`src/rtl/pacer_pkg.sv`:
```
package pacer_pkg;
   typedef enum logic [1:0] {
      SEL_MODE = 2'd0,
      SEL_LOW  = 2'd1,
      SEL_HIGH = 2'd2,
      SEL_NONE = 2'd3
   } pacer_sel_t;
endpackage

```
`src/rtl/pacer_prescale.sv`:
```
module pacer_prescale #(
   parameter int TICK_DIV = 25
) (
   input  logic clk,
   input  logic rst,
   input  logic restart,
   input  logic run,
   output logic tick
);
   generate
      if (TICK_DIV == 1) begin : g_direct
         logic unused_pins;
         assign unused_pins = ^{clk, rst, restart};
         assign tick = run;
      end else begin : g_count
         localparam int PW = $clog2(TICK_DIV);
         localparam logic [PW-1:0] LAST = PW'(TICK_DIV - 1);
         logic [PW-1:0] pcnt;
         assign tick = run && (pcnt == LAST);
         always_ff @(posedge clk) begin
            if (rst || restart)  pcnt <= '0;
            else if (tick)       pcnt <= '0;
            else if (run)        pcnt <= pcnt + 1'b1;
         end
      end
   endgenerate
endmodule

```
`src/rtl/pacer_downcount.sv`:
```
module pacer_downcount #(
   parameter int CNT_W = 16
) (
   input  logic             clk,
   input  logic             rst,
   input  logic             clr,
   input  logic             load,
   input  logic [CNT_W-1:0] load_val,
   input  logic             en,
   output logic             pulse
);
   localparam logic [CNT_W-1:0] ONE = CNT_W'(1);
   logic [CNT_W-1:0] cnt, reload_q;

   assign pulse = en && (cnt == ONE);

   always_ff @(posedge clk) begin
      if (rst || clr) begin
         cnt      <= '0;
         reload_q <= '0;
      end else if (load) begin
         cnt      <= load_val;
         reload_q <= load_val;
      end else if (en && cnt != '0) begin
         cnt <= (cnt == ONE) ? reload_q : cnt - ONE;
      end
   end
endmodule

```
`src/rtl/pacer_edge_sync.sv`:
```
module pacer_edge_sync (
   input  logic clk,
   input  logic rst,
   input  logic din,
   output logic rise
);
   logic s0, s1, s2;
   assign rise = s1 && !s2;
   always_ff @(posedge clk) begin
      if (rst) begin
         s0 <= 1'b0;
         s1 <= 1'b0;
         s2 <= 1'b0;
      end else begin
         s0 <= din;
         s1 <= s0;
         s2 <= s1;
      end
   end
endmodule

```
`src/rtl/pacer_cascade.sv`:
```
module pacer_cascade #(
   parameter int CNT_W    = 16,
   parameter int TICK_DIV = 25
) (
   input  logic             clk,
   input  logic             rst,
   input  logic             wr_en,
   input  logic [1:0]       wr_sel,
   input  logic [CNT_W-1:0] wr_data,
   input  logic             ext_trig,
   output logic             conv_strobe,
   output logic             running
);
   import pacer_pkg::*;

   localparam logic [CNT_W-1:0] DIV_MIN = CNT_W'(2);

   generate
      if (CNT_W < 2) begin : g_bad_width
         $error("pacer_cascade: CNT_W must be at least 2");
      end
      if (TICK_DIV < 1) begin : g_bad_tick
         $error("pacer_cascade: TICK_DIV must be at least 1");
      end
   endgenerate

   pacer_sel_t       sel;
   logic             armed, ext_mode, have_low;
   logic [CNT_W-1:0] low_div, wr_clamped;
   logic             mode_wr, low_wr, arm_now;
   logic             base_tick, low_pulse, high_pulse, ext_rise;

   assign sel        = pacer_sel_t'(wr_sel);
   assign wr_clamped = (wr_data < DIV_MIN) ? DIV_MIN : wr_data;
   assign mode_wr    = wr_en && (sel == SEL_MODE);
   assign low_wr     = wr_en && (sel == SEL_LOW);
   assign arm_now    = wr_en && (sel == SEL_HIGH) && have_low;
   assign running    = armed;

   always_ff @(posedge clk) begin
      if (rst) begin
         armed    <= 1'b0;
         ext_mode <= 1'b0;
         have_low <= 1'b0;
         low_div  <= DIV_MIN;
      end else if (mode_wr) begin
         ext_mode <= wr_data[0];
         armed    <= 1'b0;
         have_low <= 1'b0;
      end else if (low_wr) begin
         low_div  <= wr_clamped;
         have_low <= 1'b1;
      end else if (arm_now) begin
         armed    <= 1'b1;
         have_low <= 1'b0;
      end
   end

   pacer_prescale #(.TICK_DIV(TICK_DIV)) u_prescale (
      .clk(clk), .rst(rst), .restart(mode_wr || arm_now),
      .run(armed), .tick(base_tick)
   );

   pacer_downcount #(.CNT_W(CNT_W)) u_low_cnt (
      .clk(clk), .rst(rst), .clr(mode_wr), .load(arm_now),
      .load_val(low_div), .en(base_tick), .pulse(low_pulse)
   );

   pacer_downcount #(.CNT_W(CNT_W)) u_high_cnt (
      .clk(clk), .rst(rst), .clr(mode_wr), .load(arm_now),
      .load_val(wr_clamped), .en(low_pulse), .pulse(high_pulse)
   );

   pacer_edge_sync u_ext_sync (
      .clk(clk), .rst(rst), .din(ext_trig), .rise(ext_rise)
   );

   always_ff @(posedge clk) begin
      if (rst) conv_strobe <= 1'b0;
      else     conv_strobe <= armed && (ext_mode ? ext_rise : high_pulse);
   end
endmodule

```
`config.mk`:
```
export PLATFORM = sky130hd
export DESIGN_NAME = pacer_cascade
export DESIGN_NICKNAME = d
export VERILOG_FILES = /design/src/rtl/pacer_pkg.sv /design/src/rtl/pacer_prescale.sv /design/src/rtl/pacer_downcount.sv /design/src/rtl/pacer_edge_sync.sv /design/src/rtl/pacer_cascade.sv
export SDC_FILE = /design/constraint.sdc
export NUM_CORES = 1
export LEC_CHECK = 0
export BUFFER_PORTS_ARGS = -buffer_cell sky130_fd_sc_hd__clkbuf_2
export CORE_UTILIZATION = 55
export DETAILED_ROUTE_END_ITERATION = 6
export PLACE_DENSITY = 0.75
export SYNTH_ARGS = -nofsm -noshare
export SYNTH_HDL_FRONTEND = slang
export SYNTH_HIERARCHICAL = 1
export SYNTH_SLANG_ARGS = --single-unit
```
`constraint.sdc`:
```
create_clock -name clk -period 5.72 [get_ports clk]
set_clock_uncertainty 0.1 [all_clocks]
set_input_delay 1.144 -clock clk [delete_from_list [all_inputs] [get_ports clk]]
set_output_delay 1.144 -clock clk [all_outputs]
set_load 0.03 [all_outputs]
```
# After elaboration in Yosys (flattened, before gate mapping)
# Cells that the tools add are included.
# totals
reg_bits,92
input_bits,22
out_inout_bits,2
elab_cells,59
# op_classes
n_addsub,3
n_lt_le_gt_ge,1
n_eq_ne,5
mux,10
n_bitwise,2
n_reduce_logical,25
# op_table
op,count
16-bit 2-to-1 mux,7
"16-bit by 1-bit == test with 1-bit output, second input constant",2
16-bit nonzero test,2
"16-bit by 1-bit subtractor with 16-bit output, second input constant",2
"16-bit by 2-bit < comparator with 1-bit output, second input constant",1
1-bit logical AND,11
2-bit nonzero test,3
"5-bit by 1-bit adder with 5-bit output, second input constant",1
"5-bit == test, second input constant",1
2-bit AND reduction,2
2-bit OR reduction,2
1-bit logical OR,3
1-bit 2-to-1 mux,3
"2-bit by 1-bit == test with 1-bit output, second input constant",1
"2-bit == test, second input constant",1
2-bit logical NOT,1
1-bit inverter,2
1-bit logical NOT,1

# Depth between registers and ports, before layout
# Gate-level depths: netlist of the first run.
# logic_depth
word_depth,6
mapped_depth,11
mapped_depth_nobuf,8

# By module
# The synthesis of the first run kept the hierarchy.
# modules_own_cells
module,instances,cells_each,area_each_um2,seq_area_each_um2
pacer_downcount,2,229,1875.5,640.6
pacer_cascade,1,109,847.1,400.4
pacer_prescale,1,28,274.0,100.1
pacer_edge_sync,1,7,87.6,60.1

# Worst setup path after synthesis of the first run
# Ideal clock, no wire load.
# synth_path
path_kind,in2reg
from,input wr_sel[0]
to,register u_high_cnt.cnt[13]
setup_ps,86
arrival_time_ps,2576
required_ps,5534
setup_slack_ps,2958
path_stages,5
n_path_buf,2
cell_sequence,and4b_1 -> clkbuf_1 -> buf_1 -> nand2_1 -> a221oi_2
# synth_between
elab_chain_len,4
word_cells_on_any_way,8
cone_classes,eq/ne: 1; mux: 1; reduce/logical: 6
# synth_rtl
element,line,rtl
from (decl),pacer_cascade.sv:8,"input logic [1:0] wr_sel,"
2-bit == test,pacer_cascade.sv:37,assign arm_now = wr_en && (sel == SEL_HIGH) && have_low;
1-bit logical AND (2 in series),pacer_cascade.sv:37,
16-bit 2-to-1 mux or 2-bit nonzero test (tied branches),--,
to (signal assigned),pacer_downcount.sv:22,cnt <= load_val;
to (signal assigned),pacer_downcount.sv:25,cnt <= (cnt == ONE) ? reload_q : cnt - ONE;
to (decl),pacer_downcount.sv:13,"logic [CNT_W-1:0] cnt, reload_q;"
# Several ways; a longest one is shown, not always the timed one.
# A chain may end at the register's enable or synchronous reset.

# Worst setup path after layout of the first run
# layout_path
from,register u_low_cnt.cnt[2]
to,register u_high_cnt.cnt[15]
# layout_between
elab_chain_len,4
# layout_rtl
element,line,rtl
from (decl),pacer_downcount.sv:13,
from (signal assigned),pacer_downcount.sv:22,
from (signal assigned),pacer_downcount.sv:25,
16-bit by 1-bit == test with 1-bit output,pacer_downcount.sv:15,assign pulse = en && (cnt == ONE);
1-bit logical AND,pacer_downcount.sv:15,
named net low_pulse,pacer_cascade.sv:31,"logic base_tick, low_pulse, high_pulse, ext_rise;"
1-bit logical AND,pacer_downcount.sv:24,end else if (en && cnt != '0) begin
2-bit nonzero test (no source line),--,
# The timed path passes the listed nets, and every way through them passes these cells.

==> results of run 1 <==
==> state kept, by name, summed over array words and instances, names as in the netlist <==
signal                   count
u_low_cnt/cnt               16
u_high_cnt/cnt              16
have_low                     1
running                      1
u_high_cnt/reload_q         16
u_ext_sync/s0                1
conv_strobe                  1
u_ext_sync/s1                1
u_low_cnt/reload_q          16
u_ext_sync/s2                1
u_prescale/g_count.pcnt      5
ext_mode                     1
low_div                     16
==> worst register-to-register path, delay by kind of cell (launching register included) <==
kind | cells | cell delay (ns)
AO/OA/AOI/OAI | 1 | 0.45
AND/OR/NAND/NOR | 6 | 2.00
flip-flops | 1 | 0.42
==> stage by stage <==
stage                     util, %  hold WS [ns]  worst slack (ns)  power [uW]
after floorplan                 -         0.314              2.96         757
after global placement       56.6         0.318              2.40         780
after detailed placement     56.6         0.328              2.27         783
after CTS                    58.6         0.353              2.66        1170
after global routing         58.6         0.380              2.30        1210
final                        58.6         0.349              2.61        1160
==> logic make-up after synthesis <==
| group | after synthesis |
|---|---|
| and+or+nand+nor | 239 |
| adders and majority gates | 8 |
| AOI/OAI and AO/OA | 144 |
| DFF | 92 |
| xor gates and xnor gates | 24 |
| muxes | 21 |
| buffers and inverters | 74 |
==> cells in the final DEF (no fill, tap or decap), types with 4 or more instances in the layout <==
cell       n
nor4b_1    4
nor4_2     4
inv_1     16
a211oi_1   8
nand3_1   14
o21ai_0   34
a21oi_1   50
o211ai_1   6
xor2_1    15
nor2b_1    4
nor4_1    11
nand4_1    9
dfxtp_1   92
clkbuf_2  23
nor3_2     4
a31oi_1   14
a211o_1    6
a21o_1     6
mux2i_1   18
and3_1     6
or4_1      4
o31ai_1    4
clkbuf_8   9
xnor2_1    9
nand2_1   68
ha_1       8
nor3_1    27
nor3b_1    4
nor2_1    50
==> final timing paths <==
kind / start / to / slack, ns / cells after the start
worst min-delay path: u_ext_sync/s0 / u_ext_sync/s1 / 0.35 / 1
worst min register to register: u_ext_sync/s0 / u_ext_sync/s1 / 0.35 / 1
worst max register to register: u_low_cnt/cnt[2] / u_high_cnt/cnt[15] / 2.61 / 7
worst max-delay path: u_low_cnt/cnt[2] / u_high_cnt/cnt[15] / 2.61 / 7
==> per-layer routing <==
| metal | wire length, um | track usage [%] | up-vias |
|---|---|---|---|
| met5 | 0 | 0 | - |
| met1 | 5080 | 32.4 | 1984 |
| met3 | 508 | 2.38 | 24 |
| met4 | 281 | 12.9 | 0 |
| met2 | 5370 | 40.2 | 115 |
| li1 | - | - | 2083 |
==> power by group <==
group          total, uW  switching [uW]  internal, uW
Clock                394             233           161
Combinational        111            66.9          44.5
Sequential           658            9.09           649
Total               1160             309           854
==> final cells by class <==
cell class,instances,area (um^2)
clock buffers,10,128
clock inverters,6,46.3
fillers,800,3610
inverters,16,60.1
multi-input cells,436,2780
flip-flops and latches,92,1840
well taps,108,135
repair buffers,24,123
==> impl_metrics.toml, run 1 <==
[cts]
clk-insertion-delay-late_ns = 0.36
clock_path_buffers = 2
htreeDepth = 3
clkSlewWorstSetupHoldPaths_ns = 0.10
cts_tree = "yes"
cts_sinks = 92
cts_made_buffers = 9
cts_resized = 0
cts_hold_buf = 0
ctsRootBufferMaster = "clkbuf_8"
postCtsSetupRepairBufs = 0

[floorplan]
std_cell_rows = 34
dieArea_um2 = 9400
start_util_pct = 56.9
die_x_um = 97.0
die_h_um = 97.0
io-pin-count = 24
core_um2 = 8720

[synthesis]
synth_top_area_cell = "dfxtp_1"
synth_nets = 632
netlist_area_um2 = 4960
synth_top_family_by_area = "simple AND/OR/NAND/NOR gates"
synth-xor-area-share_pct = 4.24
netlist_instances = 602
synth_common_cells = "dfxtp_1 (92), nand2_1 (68), a21oi_1 (50), nor2_1 (50), clkbuf_1 (39)"
ys_ff_latch = 92
muxShareOfSynthArea_pct = 4.31
synth-adder-area-share_pct = 2.02
netlist.area_leader.share_pct = 37.1
syn-mean-instance-area_um2 = 8.24
synth.distinct_cells = 59
synth_compound_area_share_pct = 18.3
yosys.area_share.simple_pct = 27.1
synth_edf_count = 0
synth_flop_cell = "dfxtp_1"
synth_most_common_cell = "dfxtp_1"
synthTopCellsByArea = "dfxtp_1 (37%), nand2_1 (5.1%), a21oi_1 (5.0%), nor2_1 (3.8%), mux2i_1 (3.6%)"
yosysSeqAreaShare_pct = 37.1
ys_warn_count = 6
synthArstFlopShare_pct = 0

[global_routing]
grt_pass1_wl_um = 19100
grt_overflow_total = 0
grt_antenna_before_repair = 0
grt_pass1_vias = 3971
grt_use_total_pct = 24.7
grt_max_degree = 61

[final_layout]
nNetsFinal = 609
finish.instance_area_um2 = 5110
stdcell_count = 692
drive_gt1_share_pct = 12.8
synthToLayoutAreaGrowth_pct = 3.05
antennaDiodeCount = 0

[drt]
drt_iter0_drc = 285
routed_via_density = 6.08
via_count = 4206
ant_nets = 0
wire_per_inst_um = 16.3
finalWirelength_um = 11200
drcViolationCount = 0
dr.pass1.iters = 5

[hold_path]
hold_path.class = "reg2reg"

[critical_path]
crit_type = "reg2reg"
path_max_fanout = 10
critPathArrivalTime_ns = 3.24
startpoint_type = "flop"
slowest_delay_ns = 0.50
path_delay_family = "simple AND/OR/NAND/NOR gates"
crit_buf_inv = 0
cp-end-kind = "flop"
worstPathRequired_ns = 5.85
critical_path.cell_chain = "nor3_2, nor4b_1, and3_1, and2_1, nand2_1, a2111oi_0, nor3b_1"
slowest_stage = "nor3_2"

[timing]
layout_worst_path_cycle_share_pct = 54.3
drv_slew = 0
tns_ns = 0
tightest_slew_ns = 1.02
fmax_ghz = 0.322
slew_headroom_pct = 31.5
fin_crit_ns = 3.11
rsz0062_at_grt = "no"
finalSetupViolCount = 0
hold_viol_final = 0

[power_and_ir_drop]
leakage_uw = 0.00201
vdd.ir_drop.worst_uv = 118
power.density_nw_per_um2 = 228

[placement]
placed_area_um2 = 4940
placedCellCount = 676
gp_congestion = 0.841
port_buffers = 23
hpwlAfterDp_um = 7900

[outcome]
run_status = "completed"

[flow_run]
drv_cap = 0
Power figures use the tool's default switching activity.
==> inputs of run 2 (changes only) <==
ABC_AREA = 1   (was unset)
PLACE_DENSITY = 0.74   (was 0.75)
clock period = 3.1 ns   (was 5.72 ns; I/O delays follow)
==> impl_metrics.toml, run 2 <==
[drt]
drt_iter0_drc = 240
finalWirelength_um = 11900
routed_via_density = 5.17
wire_per_inst_um = 12.7
dr.pass1.iters = 5
via_count = 4840
drcViolationCount = 0
ant_nets = 0

[cts]
cts_tree = "yes"
cts_sinks = 92
cts_resized = 0
clk-insertion-delay-late_ns = 0.35
cts_made_buffers = 9
cts_hold_buf = 0
ctsRootBufferMaster = "clkbuf_8"
htreeDepth = 3
postCtsSetupRepairBufs = 0
clkSlewWorstSetupHoldPaths_ns = 0.08
clock_path_buffers = 2

[timing]
finalSetupViolCount = 0
fin_crit_ns = 2.55
drv_slew = 0
hold_viol_final = 0
slew_headroom_pct = 18.9
tightest_slew_ns = 1.21
fmax_ghz = 0.392
tns_ns = 0
rsz0062_at_grt = "no"
layout_worst_path_cycle_share_pct = 82.4

[final_layout]
nNetsFinal = 832
layout_common_cells = "nand2_1 (239), nor2_1 (102), dfxtp_1 (92), inv_1 (68), nand3_1 (55)"
synthToLayoutAreaGrowth_pct = 4.54
nFillCells = 886
drive_gt1_share_pct = 16.6
multi_input_area_um2 = 3080
antennaDiodeCount = 0
seq_area_um2 = 1840
layout_commonest_cell = "nand2_1"
finish.instance_area_um2 = 5700

[power_and_ir_drop]
leakage_uw = 0.00282
power.density_nw_per_um2 = 389
vdd.ir_drop.worst_uv = 226
total_power_uw = 2220

[global_routing]
grt_pass1_wl_um = 20200
grt_max_degree = 45
grt_overflow_total = 0
grt_use_total_pct = 24.7
grt_antenna_before_repair = 0
grt_pass1_vias = 4478

[critical_path]
path_max_fanout = 17
crit_type = "in2reg"
crit_start = "wr_sel[0]"
worstPathRequired_ns = 3.27
startpoint_type = "input pin"
cp-end-kind = "flop"
crit_buf_inv = 3
critPathCapture = "u_high_cnt/reload_q[6]"
path_delay_family = "simple AND/OR/NAND/NOR gates"
critical_path.cell_chain = "clkbuf_2, inv_1, nand2_1, nor2_1, nor2_1, inv_1, a21oi_1"
crit_cells = 7
timing.rr.start = "running"
r2r_slack_ns = 0.68
rr_endpoint = "u_high_cnt/cnt[0]"
critPathArrivalTime_ns = 2.73
slowest_stage = "nor2_1"
rr_worst_depth = 9
slowest_delay_ns = 0.90

[floorplan]
die_x_um = 102
core_um2 = 9420
std_cell_rows = 35
start_util_pct = 57.9
dieArea_um2 = 10300
io-pin-count = 24
die_h_um = 102

[synthesis]
yosysSeqAreaShare_pct = 33.8
synth_top_area_cell = "dfxtp_1"
netlist_instances = 805
synth_most_common_cell = "nand2_1"
synth_flop_cell = "dfxtp_1"
synthTopCellsByArea = "dfxtp_1 (34%), nand2_1 (16%), nor2_1 (7.0%), a21oi_2 (5.3%), nand3_1 (5.0%)"
ys_warn_count = 6
syn-mean-instance-area_um2 = 6.78
synth_edf_count = 0
synthArstFlopShare_pct = 0
netlist_area_um2 = 5460
synth.distinct_cells = 35
ys_ff_latch = 92
synth_nets = 835
synth_common_cells = "nand2_1 (239), nor2_1 (102), dfxtp_1 (92), inv_1 (68), nand3_1 (55)"
netlist.area_leader.share_pct = 33.8

[hold_path]
hold_path.class = "reg2reg"
min_from = "u_ext_sync/s0"

[placement]
hpwlAfterDp_um = 8470
gp_congestion = 0.905
placed_area_um2 = 5510
port_buffers = 23

[outcome]
run_status = "completed"

[flow_run]
drv_cap = 0
## run 2: cell count changes after synthesis, moves of 14 or more
cell      before  now
a21oi_2        0   33
a31oi_1       14    0
clkbuf_1      39   22
inv_1         16   68
mux2i_1       18    0
nand2_1       68  239
nand3_1       14   55
nand3_2        0   18
nor2_1        50  102
nor3_1        27    2
xor2_1        15    1
## run 2: tightest hold or removal path: cells and delay by family (launching register included)
| family | cells | cell delay [ns] |
|---|---|---|
| AND/OR/NAND/NOR | 1 | 0.03 |
| buffers and inverters | 1 | 0.04 |
| flip-flops | 1 | 0.31 |
## run 2: worst min path at each step
stage          depth (start not counted)  slack, ns       endpoint
2_1_floorplan                          2       0.29  u_ext_sync/s1
3_3_place_gp                           2       0.30  u_ext_sync/s1
3_5_place_dp                           2       0.30  u_ext_sync/s1
4_1_cts                                2       0.32  u_ext_sync/s1
5_1_grt                                2       0.34  u_ext_sync/s1
6_report                               2       0.32  u_ext_sync/s1
## run 2: through the flow
stage	util [%]	setup slack [ns]	hold slack [ns]	instances
final	60.6	0.546	0.316	936
after floorplan	-	0.990	0.288	805
after global placement	58.6	0.288	0.296	920
after detailed placement	58.6	0.180	0.304	920
after global routing	60.6	0.382	0.342	936
after CTS	60.6	0.587	0.320	936
## run 2: cell type report
type                    count  share of cell area, %
repair buffers             28                   2.68
clock inverters             3                  0.351
inverters                  73                   4.80
clock buffers              13                   2.96
multi-input cells         598                   54.1
flip-flops and latches     92                   32.3
well taps                 129                   2.83
## run 2: metal layers
metal	vias to the layer above	track usage, %	routed length [um]
met5	-	0	0
met4	0	7.58	172
met3	15	5.11	505
met2	106	42.3	5740
met1	2183	31.1	5440
li1	2536	-	-
## run 2: cell families (layout without fill, tap and decap cells)
group                      Yosys count  after routing  synth area share, %
and+or+nand+nor                    459            459                 39.4
AOI/OAI and AO/OA                  127            127                 14.7
buffers and inverters              115            117                 9.70
DFF                                 92             92                 33.8
adders and majority gates            8              8                 1.83
xor gates and xnor gates             4              4                0.642
## run 2: power breakdown
part           switching (uW)  internal (uW)  total, uW
combinational             154           82.9        237
clock                     411            357        768
sequential               12.0           1200       1210
